**src/rtl/mdio_mgmt_pkg.sv**
```systemverilog
package mdio_mgmt_pkg;
  localparam int PHY_W   = 5;
  localparam int REG_W   = 5;
  localparam int DAT_W   = 16;
  localparam int PRE_LEN = 32;

  localparam logic [1:0] OFS_CFG = 2'd0;
  localparam logic [1:0] OFS_ADR = 2'd1;
  localparam logic [1:0] OFS_DAT = 2'd2;
  localparam logic [1:0] OFS_OPR = 2'd3;

  localparam int CFG_PRE_BIT  = 16;
  localparam int CFG_ST_LSB   = 20;
  localparam int ADR_PHY_LSB  = 8;
  localparam int OPR_BUSY_BIT = 31;

  typedef enum logic [1:0] {
    OPC_SETADDR  = 2'd0,
    OPC_WRITE    = 2'd1,
    OPC_READ_DIR = 2'd2,
    OPC_READ_IND = 2'd3
  } opc_e;

  typedef struct packed {
    logic [1:0]       st;
    logic [1:0]       op;
    logic [PHY_W-1:0] phy;
    logic [REG_W-1:0] regad;
    logic [DAT_W-1:0] data;
  } frame_req_t;
endpackage

```
**src/rtl/mdio_clkdiv.sv**
```systemverilog
module mdio_clkdiv #(
  parameter int DIV_W = 8
) (
  input  logic             clk,
  input  logic             rst,
  input  logic             run,
  input  logic [DIV_W-1:0] div,
  output logic             mdc,
  output logic             rise,
  output logic             fall
);
  logic [DIV_W-1:0] cnt;
  logic             term;

  assign term = run && (cnt == div);
  assign rise = term && !mdc;
  assign fall = term && mdc;

  always_ff @(posedge clk) begin
    if (rst || !run) begin
      cnt <= '0;
      mdc <= 1'b0;
    end else if (term) begin
      cnt <= '0;
      mdc <= ~mdc;
    end else begin
      cnt <= cnt + 1'b1;
    end
  end
endmodule

```
**src/rtl/mdio_frame_engine.sv**
```systemverilog
module mdio_frame_engine
  import mdio_mgmt_pkg::*;
(
  input  logic             clk,
  input  logic             rst,
  input  logic             start,
  input  frame_req_t       req,
  input  logic             pre_en,
  input  logic             rise,
  input  logic             fall,
  input  logic             mdio_i,
  output logic             active,
  output logic             mdio_o,
  output logic             mdio_oe,
  output logic             done,
  output logic             rd_done,
  output logic [DAT_W-1:0] rd_data
);
  localparam int HDR_W  = 4 + PHY_W + REG_W;
  localparam int BODY_W = HDR_W + 2 + DAT_W;
  localparam int FULL_W = PRE_LEN + BODY_W;
  localparam int CW     = $clog2(FULL_W);

  logic [BODY_W-1:0] body_d, body_oe;
  logic [FULL_W-1:0] vec_d, vec_oe, sh_d, sh_oe;
  logic              req_rd, frm_rd;
  logic [CW-1:0]     rem, rem_init;
  logic [DAT_W-1:0]  cap;

  always_comb begin
    req_rd  = (req.op == OPC_READ_DIR) || (req.op == OPC_READ_IND);
    body_d  = {req.st, req.op, req.phy, req.regad, (req_rd ? 2'b11 : 2'b10), req.data};
    body_oe = req_rd ? {{HDR_W{1'b1}}, {(BODY_W-HDR_W){1'b0}}} : {BODY_W{1'b1}};
    if (pre_en) begin
      vec_d    = {{PRE_LEN{1'b1}}, body_d};
      vec_oe   = {{PRE_LEN{1'b1}}, body_oe};
      rem_init = CW'(FULL_W - 1);
    end else begin
      vec_d    = {body_d, {PRE_LEN{1'b0}}};
      vec_oe   = {body_oe, {PRE_LEN{1'b0}}};
      rem_init = CW'(BODY_W - 1);
    end
  end

  assign done    = active && fall && (rem == '0);
  assign rd_done = done && frm_rd;
  assign rd_data = cap;

  always_ff @(posedge clk) begin
    if (rst) begin
      active  <= 1'b0;
      mdio_o  <= 1'b0;
      mdio_oe <= 1'b0;
      sh_d    <= '0;
      sh_oe   <= '0;
      rem     <= '0;
      frm_rd  <= 1'b0;
      cap     <= '0;
    end else if (start && !active) begin
      active  <= 1'b1;
      mdio_o  <= vec_d[FULL_W-1];
      mdio_oe <= vec_oe[FULL_W-1];
      sh_d    <= vec_d << 1;
      sh_oe   <= vec_oe << 1;
      rem     <= rem_init;
      frm_rd  <= req_rd;
    end else if (active) begin
      if (rise && frm_rd && (rem < CW'(DAT_W)))
        cap <= {cap[DAT_W-2:0], mdio_i};
      if (fall) begin
        if (rem == '0) begin
          active  <= 1'b0;
          mdio_o  <= 1'b0;
          mdio_oe <= 1'b0;
        end else begin
          mdio_o  <= sh_d[FULL_W-1];
          mdio_oe <= sh_oe[FULL_W-1];
          sh_d    <= sh_d << 1;
          sh_oe   <= sh_oe << 1;
          rem     <= rem - 1'b1;
        end
      end
    end
  end
endmodule

```
**src/rtl/mdio_regs.sv**
```systemverilog
module mdio_regs
  import mdio_mgmt_pkg::*;
#(
  parameter int DIV_W = 8
) (
  input  logic             clk,
  input  logic             rst,
  input  logic             reg_wen,
  input  logic [1:0]       reg_addr,
  input  logic [31:0]      reg_wdata,
  output logic [31:0]      reg_rdata,
  input  logic             busy,
  input  logic             rd_done,
  input  logic [DAT_W-1:0] rd_data,
  output logic [DIV_W-1:0] cfg_div,
  output logic             cfg_pre,
  output logic             start,
  output frame_req_t       req,
  output logic [1:0]       op_q,
  output logic [DAT_W-1:0] data_q
);
  logic [1:0]       cfg_st;
  logic [PHY_W-1:0] phy_q;
  logic [REG_W-1:0] regad_q;
  logic [31:0]      rd_mux;
  logic             unused_wbits;

  assign unused_wbits = ^{reg_wdata[31:22], reg_wdata[19:17]};
  assign start = reg_wen && (reg_addr == OFS_OPR) && !busy;

  always_comb begin
    req.st    = cfg_st;
    req.op    = reg_wdata[1:0];
    req.phy   = phy_q;
    req.regad = regad_q;
    req.data  = data_q;
  end

  always_ff @(posedge clk) begin
    if (rst) begin
      cfg_div <= '0;
      cfg_pre <= 1'b0;
      cfg_st  <= '0;
      phy_q   <= '0;
      regad_q <= '0;
      data_q  <= '0;
      op_q    <= '0;
    end else begin
      if (reg_wen) begin
        case (reg_addr)
          OFS_CFG: begin
            cfg_div <= reg_wdata[DIV_W-1:0];
            cfg_pre <= reg_wdata[CFG_PRE_BIT];
            cfg_st  <= reg_wdata[CFG_ST_LSB +: 2];
          end
          OFS_ADR: begin
            regad_q <= reg_wdata[REG_W-1:0];
            phy_q   <= reg_wdata[ADR_PHY_LSB +: PHY_W];
          end
          OFS_DAT: data_q <= reg_wdata[DAT_W-1:0];
          default: if (!busy) op_q <= reg_wdata[1:0];
        endcase
      end
      if (rd_done) data_q <= rd_data;
    end
  end

  always_comb begin
    rd_mux = '0;
    case (reg_addr)
      OFS_CFG: begin
        rd_mux[DIV_W-1:0]          = cfg_div;
        rd_mux[CFG_PRE_BIT]        = cfg_pre;
        rd_mux[CFG_ST_LSB +: 2]    = cfg_st;
      end
      OFS_ADR: begin
        rd_mux[REG_W-1:0]          = regad_q;
        rd_mux[ADR_PHY_LSB +: PHY_W] = phy_q;
      end
      OFS_DAT: rd_mux[DAT_W-1:0]   = data_q;
      default: begin
        rd_mux[1:0]                = op_q;
        rd_mux[OPR_BUSY_BIT]       = busy;
      end
    endcase
  end

  always_ff @(posedge clk) begin
    if (rst) reg_rdata <= '0;
    else     reg_rdata <= rd_mux;
  end
endmodule

```
**src/rtl/mdio_mgmt_master.sv**
```systemverilog
module mdio_mgmt_master
  import mdio_mgmt_pkg::*;
#(
  parameter int DIV_W = 8
) (
  input  logic        clk,
  input  logic        rst,
  input  logic        reg_wen,
  input  logic [1:0]  reg_addr,
  input  logic [31:0] reg_wdata,
  output logic [31:0] reg_rdata,
  output logic        mdc,
  output logic        mdio_o,
  output logic        mdio_oe,
  input  logic        mdio_i
);
  logic             busy, start, cfg_pre, rise, fall, done, rd_done;
  logic [DIV_W-1:0] cfg_div;
  logic [DAT_W-1:0] rd_data, data_q;
  logic [1:0]       op_q;
  frame_req_t       req;

  mdio_regs #(.DIV_W(DIV_W)) u_regs (
    .clk(clk), .rst(rst), .reg_wen(reg_wen), .reg_addr(reg_addr),
    .reg_wdata(reg_wdata), .reg_rdata(reg_rdata), .busy(busy),
    .rd_done(rd_done), .rd_data(rd_data), .cfg_div(cfg_div),
    .cfg_pre(cfg_pre), .start(start), .req(req), .op_q(op_q), .data_q(data_q)
  );

  mdio_clkdiv #(.DIV_W(DIV_W)) u_div (
    .clk(clk), .rst(rst), .run(busy), .div(cfg_div),
    .mdc(mdc), .rise(rise), .fall(fall)
  );

  mdio_frame_engine u_eng (
    .clk(clk), .rst(rst), .start(start), .req(req), .pre_en(cfg_pre),
    .rise(rise), .fall(fall), .mdio_i(mdio_i), .active(busy),
    .mdio_o(mdio_o), .mdio_oe(mdio_oe), .done(done), .rd_done(rd_done),
    .rd_data(rd_data)
  );
endmodule

```
**config.mk**
```make
export PLATFORM = sky130hd
export DESIGN_NAME = mdio_mgmt_master
export DESIGN_NICKNAME = d
export VERILOG_FILES = /design/src/rtl/mdio_mgmt_pkg.sv /design/src/rtl/mdio_clkdiv.sv /design/src/rtl/mdio_frame_engine.sv /design/src/rtl/mdio_regs.sv /design/src/rtl/mdio_mgmt_master.sv
export SDC_FILE = /design/constraint.sdc
export NUM_CORES = 1
export LEC_CHECK = 0
export BUFFER_PORTS_ARGS = -buffer_cell sky130_fd_sc_hd__buf_2
export CAP_MARGIN = 15
export CORE_MARGIN = 4
export CORE_UTILIZATION = 64
export DETAILED_ROUTE_END_ITERATION = 7
export PLACE_DENSITY = 0.95
export SYNTH_ARGS = -nofsm -noshare
export SYNTH_HDL_FRONTEND = slang
export SYNTH_SLANG_ARGS = --single-unit
```
**constraint.sdc**
```tcl
create_clock -name clk -period 4.2 [get_ports clk]
set_input_delay 0.63 -clock clk [delete_from_list [all_inputs] [get_ports clk]]
set_output_delay 0.63 -clock clk [all_outputs]
set_load 0.01 [all_outputs]
```
Word level (Yosys, flattened, before mapping)
Cells that the tools add are included.

operators by class
  multiplexer cells = 36
  add/sub/neg operators = 2
  equality and inequality tests = 7
  reduce and logical (&&, ||, !) cells = 33
  $lt $le $gt $ge = 1
  bitwise logic cells = 6

operators with widths
  kind                 count
  $mux 64              10
  $mux 16              3
  $mux 6               5
  $mux 18              1
  $mux 1               13
  $logic_and 1x1->1    11
  $pmux 5 s2           1
  $pmux 3 s3           1
  $reduce_and 3->1     3
  $add 8x1->8 const B  1
  $eq 2x2->1 const B   4
  $eq 8x8->1           1
  $reduce_and 2->1     4
  $reduce_bool 2->1    4
  $logic_not 6->1      1
  $lt 6x5->1 const B   1
  $not 1->1            6
  $pmux 2 s3           1
  $pmux 3 s2           1
  $reduce_or 2->1      3
  $sub 6x1->6 const B  1
  $reduce_or 4->1      1
  $reduce_or 3->1      1
  $eq 2x1->1 const B   1
  4 further kinds      6

storage, ports and cells
  word-level logic and storage cells = 107
  flip-flop bits (word level) = 232
  input bits = 38

Logic depth before layout (Yosys ltp)
Gate-level depths: netlist of run 1.

  depth after elaboration = 8
  gate-level depth with buffers = 9
  depth with buffers taken out = 7

Modules after synthesis
From an unflattened synthesis of run 1, not the netlist that was laid out.

unflattened totals
  cells, all modules = 1120
  area total of the unflattened synthesis = 9915.8 um^2

by module, submodules not included
  module             sequential area each (um^2)  times used  area each (um^2)  cells each
  mdio_frame_engine  3042.9                       1           6402.4            763
  mdio_regs          1181.1                       1           3036.7            307
  mdio_clkdiv        180.2                        1           476.7             50

Least setup slack after synthesis of run 1
OpenSTA, ideal clock, no wires.

  path type = input-to-reg
  from = input reg_wen
  to = register u_eng.sh_oe[18]
  data required time = 4140 ps
  stages on the path = 7
  path buffers = 2
  arrival time = 2217 ps
  path slack = 1923 ps
  library setup time = 60 ps
  cells stage by stage = clkbuf_1 -> nand3b_1 -> nor3b_2 -> nor2_1 -> nor2_1 -> clkbuf_1 -> o311a_1

between the ends
  cells in the longest elaborated chain, start to end = 5

RTL lines
  element                                                    RTL line                 text
  from (decl)                                                mdio_mgmt_master.sv:8    input logic reg_wen,
  $logic_and 1x1->1 * (2 in series)                          mdio_regs.sv:29          assign start = reg_wen && (reg_addr == OFS_OPR) && !busy;
  $logic_and 1x1->1 *                                        mdio_frame_engine.sv:59  end else if (start && !active) begin
  $ne 2x2->1 (no line) or $reduce_bool 2->1 (tied branches)  -
  $reduce_and 3->1 (no line)                                 -
  to (signal assigned)                                       mdio_frame_engine.sv:64  sh_oe <= vec_oe << 1;
  to (signal assigned)                                       mdio_frame_engine.sv:79  sh_oe <= sh_oe << 1;
  to (decl)                                                  mdio_frame_engine.sv:25  logic [FULL_W-1:0] vec_d, vec_oe, sh_d, sh_oe;

Mark *: on every way between the ends. The rest lies on a longest branch, timed or not.
A chain may end at the register's enable or synchronous reset.

Worst setup path in the final report of run 1
  from = register u_regs.cfg_div[3]
  to = register u_eng.sh_d[36]

between the ends
  cells in the longest elaborated chain, start to end = 5

RTL lines
  element                      RTL line                 text
  from (decl)                  mdio_regs.sv:15          output logic [DIV_W-1:0] cfg_div,
  from (signal assigned)       mdio_regs.sv:52          cfg_div <= reg_wdata[DIV_W-1:0];
  $eq 8x8->1                   mdio_clkdiv.sv:15        assign term = run && (cnt == div);
  $logic_and 1x1->1            mdio_clkdiv.sv:15
  $logic_and 1x1->1            mdio_clkdiv.sv:17        assign fall = term && mdc;
  $reduce_bool 2->1 (no line)  -
  $reduce_and 3->1 (no line)   -
  to (signal assigned)         mdio_frame_engine.sv:63  sh_d <= vec_d << 1;
  to (signal assigned)         mdio_frame_engine.sv:78  sh_d <= sh_d << 1;
  to (decl)                    mdio_frame_engine.sv:25

No other way between the ends.

==> results of run 1 <==
-- cells in the final DEF (no fill, tap or decap), types with 4 or more instances in the layout --
master	Yosys	routed
sky130_fd_sc_hd__conb_1	1	12
sky130_fd_sc_hd__nor4_1	46	46
sky130_fd_sc_hd__a211oi_2	16	16
sky130_fd_sc_hd__clkbuf_16	0	23
sky130_fd_sc_hd__a2111oi_0	5	5
sky130_fd_sc_hd__nand2b_1	4	4
sky130_fd_sc_hd__nand2_1	153	153
sky130_fd_sc_hd__a21oi_1	58	58
sky130_fd_sc_hd__o311a_1	17	17
sky130_fd_sc_hd__a22oi_1	8	8
sky130_fd_sc_hd__or3_1	19	19
sky130_fd_sc_hd__xor2_1	5	5
sky130_fd_sc_hd__dfxtp_1	220	220
sky130_fd_sc_hd__mux2i_1	39	39
sky130_fd_sc_hd__o21ai_0	4	4
sky130_fd_sc_hd__nor3_1	107	107
sky130_fd_sc_hd__nor2_1	94	94
sky130_fd_sc_hd__nand4_1	6	6
sky130_fd_sc_hd__nand3_1	11	11
sky130_fd_sc_hd__xnor2_1	11	11
sky130_fd_sc_hd__a222oi_1	5	5
sky130_fd_sc_hd__clkbuf_1	80	5
sky130_fd_sc_hd__buf_4	12	18
sky130_fd_sc_hd__a31oi_1	52	52
sky130_fd_sc_hd__ha_1	8	8
sky130_fd_sc_hd__clkinv_2	0	6
sky130_fd_sc_hd__buf_2	10	46
sky130_fd_sc_hd__a211oi_1	10	10
sky130_fd_sc_hd__inv_1	8	8
sky130_fd_sc_hd__and2_1	9	9
-- layer usage --
metal	global-route usage (%)	routed length (um)	vias to the layer above
li1	-	-	3694
met1	37.3	9310	3777
met2	46.4	11100	495
met3	4.17	1880	134
met4	14.1	1320	0
met5	0	0	-
-- where the power goes --
part | internal, W | leakage, nW | total (W) | switching, W
registers | 0.00217 | 1.79 | 0.00223 | 0.0000577
logic | 0.000113 | 1.75 | 0.000307 | 0.000194
clock network | 0.00104 | 0.336 | 0.00187 | 0.000829
-- worst max-delay path: stages (launching register included) --
cell,delay [ps]
sky130_fd_sc_hd__dfxtp_1,440
sky130_fd_sc_hd__xnor2_1,190
sky130_fd_sc_hd__nand4_1,370
sky130_fd_sc_hd__nor4_4,1000
sky130_fd_sc_hd__buf_4,400
sky130_fd_sc_hd__nor3_1,110
sky130_fd_sc_hd__nor4_1,350
-- registers in the layout (all words and copies together), names as in the netlist, 2 cells and up --
name	count
u_regs.regad_q	5
u_eng.rd_data	16
u_regs.op_q	2
u_regs.cfg_div	8
u_regs.cfg_st	2
u_eng.sh_oe	63
u_eng.sh_d	63
u_div.cnt	8
u_regs.phy_q	5
u_eng.rem	6
u_regs.data_q	16
u_regs.reg_rdata	20
-- per-stage QoR --
step / setup slack (ps) / power (W) / std cells / hold slack [ps]
2_1_floorplan: 1920 / 0.00248 / 1060 / 437
3_3_place_gp: 1520 / 0.00254 / 1197 / 454
3_5_place_dp: 1370 / 0.00256 / 1197 / 464
4_1_cts: 1290 / 0.00440 / 1236 / 356
5_1_grt: 1010 / 0.00453 / 1236 / 367
6_report: 1200 / 0.00441 / 1236 / 356
-- kinds of logic (layout without fill, tap and decap cells) --
group,after synthesis,count (layout)
xor+xnor,16,16
simple gates,467,467
compound gates,182,182
mux,39,39
buf+inv,116,112
fa+ha+maj,8,8
flops,220,220
other cells,1,12
-- layout make-up --
type / count / area [um^2]
Sequential cell: 220 / 4400
Clock inverter: 9 / 55.1
Fill cell: 910 / 3920
Multi-Input combinational cell: 724 / 4190
Tap cell: 180 / 225
Inverter: 8 / 30.0
Clock buffer: 30 / 622
Timing Repair Buffer: 65 / 385
-- worst min-delay path by stage --
stage | cells after the start | slack [ps] | startpoint | end
after global routing | 3 | 370 | reg_wdata[21] | u_regs.cfg_st[1]
after detailed placement | 2 | 460 | u_regs.op_q[1] | u_regs.op_q[1]
after floorplan | 2 | 440 | u_regs.op_q[0] | u_regs.op_q[0]
after CTS | 3 | 360 | reg_wdata[21] | u_regs.cfg_st[1]
final | 3 | 360 | reg_wdata[21] | u_regs.cfg_st[1]
after global placement | 2 | 450 | u_regs.op_q[1] | u_regs.op_q[1]
-- cell usage after synthesis --
cell and number:
sky130_fd_sc_hd__o21ai_1 1, sky130_fd_sc_hd__buf_1 4, sky130_fd_sc_hd__a21o_1 1, sky130_fd_sc_hd__a211oi_2 16, sky130_fd_sc_hd__o21bai_1 1, sky130_fd_sc_hd__nor4_1 46, sky130_fd_sc_hd__ha_1 8, sky130_fd_sc_hd__and4_1 1
sky130_fd_sc_hd__and2_1 9, sky130_fd_sc_hd__nand2b_1 4, sky130_fd_sc_hd__o311a_1 17, sky130_fd_sc_hd__xor2_1 5, sky130_fd_sc_hd__buf_2 10, sky130_fd_sc_hd__nand3b_1 1, sky130_fd_sc_hd__or2_2 3, sky130_fd_sc_hd__a222oi_1 5
sky130_fd_sc_hd__or3_1 19, sky130_fd_sc_hd__or4_1 3, sky130_fd_sc_hd__a21oi_1 58, sky130_fd_sc_hd__clkbuf_1 80, sky130_fd_sc_hd__dfxtp_1 220, sky130_fd_sc_hd__mux2i_1 39, sky130_fd_sc_hd__nor2b_1 2, sky130_fd_sc_hd__nor3_1 107
sky130_fd_sc_hd__nor4_2 2, sky130_fd_sc_hd__and3b_1 1, sky130_fd_sc_hd__conb_1 1, sky130_fd_sc_hd__inv_1 8, sky130_fd_sc_hd__nor2_1 94, sky130_fd_sc_hd__buf_6 2, sky130_fd_sc_hd__a211oi_1 10, sky130_fd_sc_hd__nand4_1 6
sky130_fd_sc_hd__a2111oi_0 5, sky130_fd_sc_hd__o31ai_1 1, sky130_fd_sc_hd__a22oi_1 8, sky130_fd_sc_hd__nand3_1 11, sky130_fd_sc_hd__a31oi_1 52, sky130_fd_sc_hd__o21ai_0 4, sky130_fd_sc_hd__nor3b_2 1, sky130_fd_sc_hd__nor4_4 1
sky130_fd_sc_hd__xnor2_1 11, sky130_fd_sc_hd__a311oi_1 3, sky130_fd_sc_hd__and3_1 3, sky130_fd_sc_hd__buf_4 12, sky130_fd_sc_hd__nand2_1 153
==> impl_results.rst, run 1 <==
.. list-table::
   :header-rows: 1

   * - Metric
     - Value
   * - Setup Crit Path Kind
     - reg -> reg
   * - Final core area utilization
     - 71.6%
   * - Max transition margin
     - 31.6%
   * - Number of remaining DRC errors
     - 0
   * - DP Area
     - 9230 um^2
   * - Critical Path End
     - u_eng.sh_d[36]
   * - Initial core utilization
     - 65.3%
   * - Vias after detailed routing
     - 8100
   * - Number of levels in the clock H-tree
     - 1
   * - Number of setup buffers added after CTS
     - 0
   * - First drt pass iteration count
     - 6
   * - Register-to-register setup slack
     - 1200 ps
   * - Clock Path Buffers
     - 3
   * - Cell count of the worst reg-to-reg path
     - 6
   * - Die area
     - 16100 um^2
   * - VDD IR-drop max
     - 0.000337 V
   * - Count of max-cap constraint violations
     - 0
   * - Static Leakage
     - 3.88 nW
   * - Pin count of the biggest net entering global routing
     - 86
   * - Status
     - complete, no violations
   * - CTS tree
     - yes
   * - Wirelength per Cell
     - 19.1 um
   * - Worst reg2reg endpoint
     - u_eng.sh_d[36]
   * - Number of buffers inserted during clock tree synthesis
     - 23
   * - Dominant combinational cell family by area after synthesis
     - simple AND/OR/NAND/NOR gates
   * - Core Area
     - 13800 um^2
   * - Simple-gate share of the synthesized area
     - 24.3%
   * - Number of global-route vias before repair
     - 7543
   * - Growth of design area from synthesis to finish
     - 9.65%
   * - Cell type with the highest aggregate area in the netlist
     - sky130_fd_sc_hd__dfxtp_1
   * - Share of the synthesized netlist area taken by xor and xnor gates
     - 1.55%
   * - Final worst-path cycle share
     - 71.5%
   * - Setup repair after global routing missed its margin
     - false
   * - Tightest Hold Check Type
     - in -> reg
   * - Count of cell types in the netlist
     - 45
   * - Post-CTS resize count
     - 0
   * - TNS Setup
     - 0 ps
   * - Total track usage
     - 28.5%
   * - Vias per cell
     - 6.55
   * - Total gr overflow
     - 0
   * - Sum of routed wire length over all layers
     - 23600 um
   * - Crit start category
     - flip-flop
   * - Areal power density over the cells
     - 445 nW/um^2
   * - Pins Over Slew Limit
     - 0
   * - Worst setup EP type
     - flip-flop
   * - Transition at the pin with the smallest max-transition slack
     - 1020 ps
   * - Top area cells in the synthesized netlist
     - sky130_fd_sc_hd__dfxtp_1, sky130_fd_sc_hd__nand2_1, sky130_fd_sc_hd__nor3_1, sky130_fd_sc_hd__mux2i_1, sky130_fd_sc_hd__nor2_1
   * - DPL Wire Length
     - 13200 um
   * - Share of layout cells above drive strength 1
     - 11.6%
   * - Source-to-sink clock delay at the later pin of the worst-skew pair
     - 520 ps
   * - Largest fanout on the critical path
     - 23
   * - Worst reg2reg startpoint
     - u_regs.cfg_div[3]
   * - Number of antenna violations at the first check in global routing
     - 0
   * - Site Rows
     - 43
   * - Violation count after the first detailed-routing iteration
     - 974
   * - Cell area after synthesis
     - 9030 um^2
   * - Flip-flop and latch count after synthesis
     - 220
   * - Weighted congestion reported at the end of routability-driven placement
     - 0.868
   * - Sequential area share after synthesis
     - 48.7%
   * - Die span in y
     - 127 um
   * - Req. time, crit path
     - 4610 ps
   * - Post-Syn Instances
     - 1049
   * - Clk root buf
     - sky130_fd_sc_hd__clkbuf_16
   * - Count of warnings emitted by yosys
     - 0
   * - Final count of negative-setup-slack endpoints
     - 0
   * - Wire length of the first global-routing pass
     - 38300 um
   * - Top-area cell type share of the netlist area
     - 48.7%
   * - Final Hold Vio Count
     - 0
   * - Design Area, Final
     - 9910 um^2
   * - Mean instance size in the synthesized netlist
     - 8.61 um^2
   * - Adder-cell share of the synthesized area
     - 1.11%
   * - Post-layout nets
     - 1088
   * - Worst clock skew
     - 27.8 ps
   * - Crit path DAT
     - 3410 ps
   * - Final critical path time including I/O delays and setup
     - 3000 ps
   * - Share of the synthesized area in compound gates (AO/OA/AOI/OAI)
     - 14.3%
   * - Register clock-pin slew on the reported worst setup and hold paths
     - 60 ps
   * - Final antenna diode count
     - 0
   * - CTS Hold Bufs
     - 0
   * - Mux contribution to synthesized area
     - 4.32%
   * - Horizontal die dimension
     - 127 um
   * - Clock sink count
     - 220
   * - Routed Antenna Nets
     - 0
   * - Buffers on Ports
     - 47
   * - Maximum frequency from static timing analysis
     - 333 MHz
   * - Top-level port count
     - 73
   * - Critical path startpoint
     - u_regs.cfg_div[3]
Power figures use the tool's default switching activity.
==> run 2, diff against run 1 <==
--- a/config.mk
+++ b/config.mk
@@ -5,12 +5,13 @@
 export SDC_FILE = /design/constraint.sdc
 export NUM_CORES = 1
 export LEC_CHECK = 0
+export ABC_AREA = 1
 export BUFFER_PORTS_ARGS = -buffer_cell sky130_fd_sc_hd__buf_2
 export CAP_MARGIN = 15
 export CORE_MARGIN = 4
-export CORE_UTILIZATION = 64
+export CORE_UTILIZATION = 55
 export DETAILED_ROUTE_END_ITERATION = 7
-export PLACE_DENSITY = 0.95
+export PLACE_DENSITY = 0.89
 export SYNTH_ARGS = -nofsm -noshare
 export SYNTH_HDL_FRONTEND = slang
 export SYNTH_SLANG_ARGS = --single-unit
==> constraint.sdc (replaced) <==
create_clock -name clk -period 2.45 [get_ports clk]
set_input_delay 0.3675 -clock clk [delete_from_list [all_inputs] [get_ports clk]]
set_output_delay 0.3675 -clock clk [all_outputs]
set_load 0.01 [all_outputs]
==> run 2 against run 1 <==
Effect of this change:
- worst hold slack worse by 210 ps
- die area up 33%
- cell count grew 52%
- design area up 17%
- first-iteration DRC count down 9.7%
- utilization is 10 points lower
- combinational power grew to 2.5 times the previous value
- critical path type unchanged
- largest cell class is now multi-input combinational cells
- highest routed layer unchanged
==> impl_results.rst, run 2 <==
.. list-table::
   :header-rows: 1

   * - Metric
     - Value
   * - Cell type with the highest aggregate area in the netlist
     - sky130_fd_sc_hd__dfxtp_1 (unchanged)
   * - Post-layout nets
     - 1671 (was 1088)
   * - CTS Hold Bufs
     - 0 (unchanged)
   * - Number of levels in the clock H-tree
     - 1 (unchanged)
   * - Final count of negative-setup-slack endpoints
     - 0 (unchanged)
   * - Buffers on Ports
     - 47 (unchanged)
   * - Transition at the pin with the smallest max-transition slack
     - 973 ps (was 1020 ps)
   * - Final critical path time including I/O delays and setup
     - 2190 ps (was 3000 ps)
   * - Die span in y
     - 146 um (was 127 um)
   * - Max transition margin
     - 35.2% (was 31.6%)
   * - Count of max-cap constraint violations
     - 0 (unchanged)
   * - Pins Over Slew Limit
     - 0 (unchanged)
   * - Final worst-path cycle share
     - 89.3% (was 71.5%)
   * - Violation count after the first detailed-routing iteration
     - 880 (was 974)
   * - Flip-flop and latch count after synthesis
     - 220 (unchanged)
   * - EDFF count, synth
     - 0 (unchanged)
   * - Top-level port count
     - 73 (unchanged)
   * - Register clock-pin slew on the reported worst setup and hold paths
     - 60 ps (about the same)
   * - Number of remaining DRC errors
     - 0 (unchanged)
   * - Core Area
     - 18800 um^2 (was 13800 um^2)
   * - Die area
     - 21400 um^2 (was 16100 um^2)
   * - Initial core utilization
     - 56.2% (was 65.3%)
   * - Crit path DAT
     - 2580 ps (was 3410 ps)
   * - Dominant synthesized flop cell
     - sky130_fd_sc_hd__dfxtp_1 (unchanged)
   * - Pin count of the biggest net entering global routing
     - 100 (was 86)
   * - Number of global-route vias before repair
     - 8924 (was 7543)
   * - FILL cells
     - 1598 (was 910)
   * - Maximum frequency from static timing analysis
     - 457 MHz (was 333 MHz)
   * - Wire length of the first global-routing pass
     - 41500 um (was 38300 um)
   * - Number of setup buffers added after CTS
     - 0 (unchanged)
   * - Async set-or-reset flop fraction in the synthesized netlist
     - 0% (unchanged)
   * - TNS Setup
     - 0 ps (unchanged)
   * - DPL Wire Length
     - 15600 um (was 13200 um)
   * - Wirelength per Cell
     - 13.3 um (was 19.1 um)
   * - Synth top cells by count
     - sky130_fd_sc_hd__nand2_1, sky130_fd_sc_hd__nor2_1, sky130_fd_sc_hd__dfxtp_1, sky130_fd_sc_hd__inv_1, sky130_fd_sc_hd__o21ai_0 (was sky130_fd_sc_hd__dfxtp_1, sky130_fd_sc_hd__nand2_1, sky130_fd_sc_hd__nor3_1, sky130_fd_sc_hd__nor2_1, sky130_fd_sc_hd__clkbuf_1)
   * - Mean instance size in the synthesized netlist
     - 6.47 um^2 (was 8.61 um^2)
   * - First drt pass iteration count
     - 5 (was 6)
   * - Req. time, crit path
     - 2840 ps (was 4610 ps)
   * - CTS tree
     - yes (unchanged)
   * - Growth of design area from synthesis to finish
     - 9.62% (was 9.65%)
   * - Worst clock skew
     - 11.9 ps (was 27.8 ps)
   * - Total gr overflow
     - 0 (unchanged)
   * - Vias per cell
     - 5.27 (was 6.55)
   * - Count of cell types in the netlist
     - 35 (was 45)
   * - Tightest Hold Check Type
     - in -> reg (unchanged)
   * - VDD IR-drop max
     - 0.000635 V (was 0.000337 V)
   * - Most repeated cell in the gate-level netlist after synthesis
     - sky130_fd_sc_hd__nand2_1 (was sky130_fd_sc_hd__dfxtp_1)
   * - Site Rows
     - 50 (was 43)
   * - Commonest cells after routing, fill and taps aside
     - sky130_fd_sc_hd__nand2_1, sky130_fd_sc_hd__nor2_1, sky130_fd_sc_hd__dfxtp_1, sky130_fd_sc_hd__inv_1, sky130_fd_sc_hd__o21ai_0 (was sky130_fd_sc_hd__dfxtp_1, sky130_fd_sc_hd__nand2_1, sky130_fd_sc_hd__nor3_1, sky130_fd_sc_hd__nor2_1, sky130_fd_sc_hd__a21oi_1)
   * - Worst setup EP type
     - flip-flop (unchanged)
   * - Clock sink count
     - 220 (unchanged)
   * - Largest fanout on the critical path
     - 99 (was 23)
   * - Cell area after synthesis
     - 10500 um^2 (was 9030 um^2)
   * - Sequential area share after synthesis
     - 41.8% (was 48.7%)
   * - Sequential Area
     - 4400 um^2 (unchanged)
   * - Sum of routed wire length over all layers
     - 25000 um (was 23600 um)
   * - Number of buffers inserted during clock tree synthesis
     - 23 (unchanged)
   * - Final Hold Vio Count
     - 0 (unchanged)
   * - Setup Crit Path Kind
     - reg -> reg (unchanged)
   * - Top area cells in the synthesized netlist
     - sky130_fd_sc_hd__dfxtp_1, sky130_fd_sc_hd__nand2_1, sky130_fd_sc_hd__nor2_1, sky130_fd_sc_hd__inv_1, sky130_fd_sc_hd__o21ai_0 (was sky130_fd_sc_hd__dfxtp_1, sky130_fd_sc_hd__nand2_1, sky130_fd_sc_hd__nor3_1, sky130_fd_sc_hd__mux2i_1, sky130_fd_sc_hd__nor2_1)
   * - Final antenna diode count
     - 0 (unchanged)
   * - Areal power density over the cells
     - 694 nW/um^2 (was 445 nW/um^2)
   * - Total track usage
     - 22.4% (was 28.5%)
   * - Largest registers
     - u_eng.sh_d x63, u_eng.sh_oe x63, u_regs.reg_rdata x20 (unchanged)
   * - Share of layout cells above drive strength 1
     - 8.29% (was 11.6%)
   * - Leading cell type in the layout, fill and taps excluded
     - sky130_fd_sc_hd__nand2_1 (was sky130_fd_sc_hd__dfxtp_1)
   * - Count of warnings emitted by yosys
     - 0 (unchanged)
   * - Source-to-sink clock delay at the later pin of the worst-skew pair
     - 510 ps (was 520 ps)
   * - Horizontal die dimension
     - 146 um (was 127 um)
   * - Clk root buf
     - sky130_fd_sc_hd__clkbuf_16 (unchanged)
   * - Routed Antenna Nets
     - 0 (unchanged)
   * - Weighted congestion reported at the end of routability-driven placement
     - 0.896 (was 0.868)
   * - Vias after detailed routing
     - 9885 (was 8100)
   * - Static Leakage
     - 5.40 nW (was 3.88 nW)
   * - Hold slack final
     - 147 ps (was 356 ps)
   * - Number of antenna violations at the first check in global routing
     - 0 (unchanged)
   * - Post-Syn Instances
     - 1630 (was 1049)
   * - Crit start category
     - flip-flop (unchanged)
   * - Multi-input combinational cell area
     - 4830 um^2 (was 4190 um^2)
   * - Setup repair after global routing missed its margin
     - false (unchanged)
   * - Top-area cell type share of the netlist area
     - 41.8% (was 48.7%)
   * - Status
     - complete, no violations (unchanged)
   * - Clock Path Buffers
     - 3 (unchanged)
   * - Post-CTS resize count
     - 0 (unchanged)
==> run 2: changes by cell type after synthesis, moves of 23 or more <==
cell	previous run	this run
sky130_fd_sc_hd__nor4_1	46	1
sky130_fd_sc_hd__nor3_1	107	19
sky130_fd_sc_hd__nand2_1	153	425
sky130_fd_sc_hd__mux2i_1	39	0
sky130_fd_sc_hd__a21oi_1	58	110
sky130_fd_sc_hd__nor2_1	94	250
sky130_fd_sc_hd__nand3_1	11	86
sky130_fd_sc_hd__o21ai_0	4	138
sky130_fd_sc_hd__a31oi_1	52	5
sky130_fd_sc_hd__inv_1	8	199
sky130_fd_sc_hd__clkbuf_1	80	57
==> run 2: layout make-up <==
type	count	share of cell area, %
clock buffer	29	5.52
inverter	203	6.64
multi-input combinational	1103	41.8
clock inverter	11	0.964
timing repair buffer	74	4.44
tap	234	2.53
sequential	220	38.1
==> run 2: cell families after synthesis <==
logic type,after synthesis,synth area share [%]
AND/OR/NAND/NOR,812,31.1
buffers and inverters,318,12.8
AO/OA/AOI/OAI,268,13.1
flip-flops,220,41.8
adder cells (fa/ha/maj),8,0.949
XOR/XNOR,3,0.249
other,1,0.0356
==> run 2: worst paths after layout <==
kind / startpoint / end / slack (ps) / depth (start not counted)
worst max-delay path: u_regs.cfg_div[5] / u_eng.sh_d[32] / 260 / 10
worst min-delay path: reg_wdata[16] / u_regs.cfg_pre / 150 / 3
worst max register to register: u_regs.cfg_div[5] / u_eng.sh_d[32] / 260 / 10
worst min register to register: u_eng.sh_oe[57] / u_eng.sh_oe[57] / 460 / 2
==> run 2: metal layers <==
layer  part of all wire [%]  up-vias  global-route usage, %
met5                      0        -                      0
met4                    2.9        0                   7.62
met3                    6.6       62                   3.01
met2                     48      338                   38.0
met1                     43     4479                   29.5
li1                       -     5006                      -
==> run 2: metrics by stage <==
| step | total power (W) | instance area (um^2) | worst slack [ps] | cells | util [%] |
|---|---|---|---|---|---|
| floorplan | 0.00444 | 10600 | 746 | 1641 | - |
| global placement | 0.00458 | 10800 | 334 | 1834 | 57.6 |
| detailed placement | 0.00462 | 10800 | 268 | 1834 | 57.6 |
| CTS | 0.00805 | 11600 | 314 | 1874 | 61.6 |
| global route | 0.00835 | 11600 | 34.8 | 1874 | 61.6 |
| finish | 0.00803 | 11600 | 263 | 1874 | 61.6 |
==> run 2: power by group <==
group	switching [W]	internal [W]
combinational	0.000508	0.000270
clock	0.00142	0.00205
sequential	0.0000698	0.00371
total	0.00199	0.00603
==> run 2: worst max-delay path: stages (launching register included) <==
cell and delay (ps):
sky130_fd_sc_hd__dfxtp_1 360, sky130_fd_sc_hd__inv_1 90, sky130_fd_sc_hd__nand2_1 110, sky130_fd_sc_hd__nand2_1 60
sky130_fd_sc_hd__nor2_1 100, sky130_fd_sc_hd__nand2_1 50, sky130_fd_sc_hd__nor2_1 220, sky130_fd_sc_hd__nand4_1 220
sky130_fd_sc_hd__buf_4 460, sky130_fd_sc_hd__a21oi_1 300, sky130_fd_sc_hd__nor2_1 70
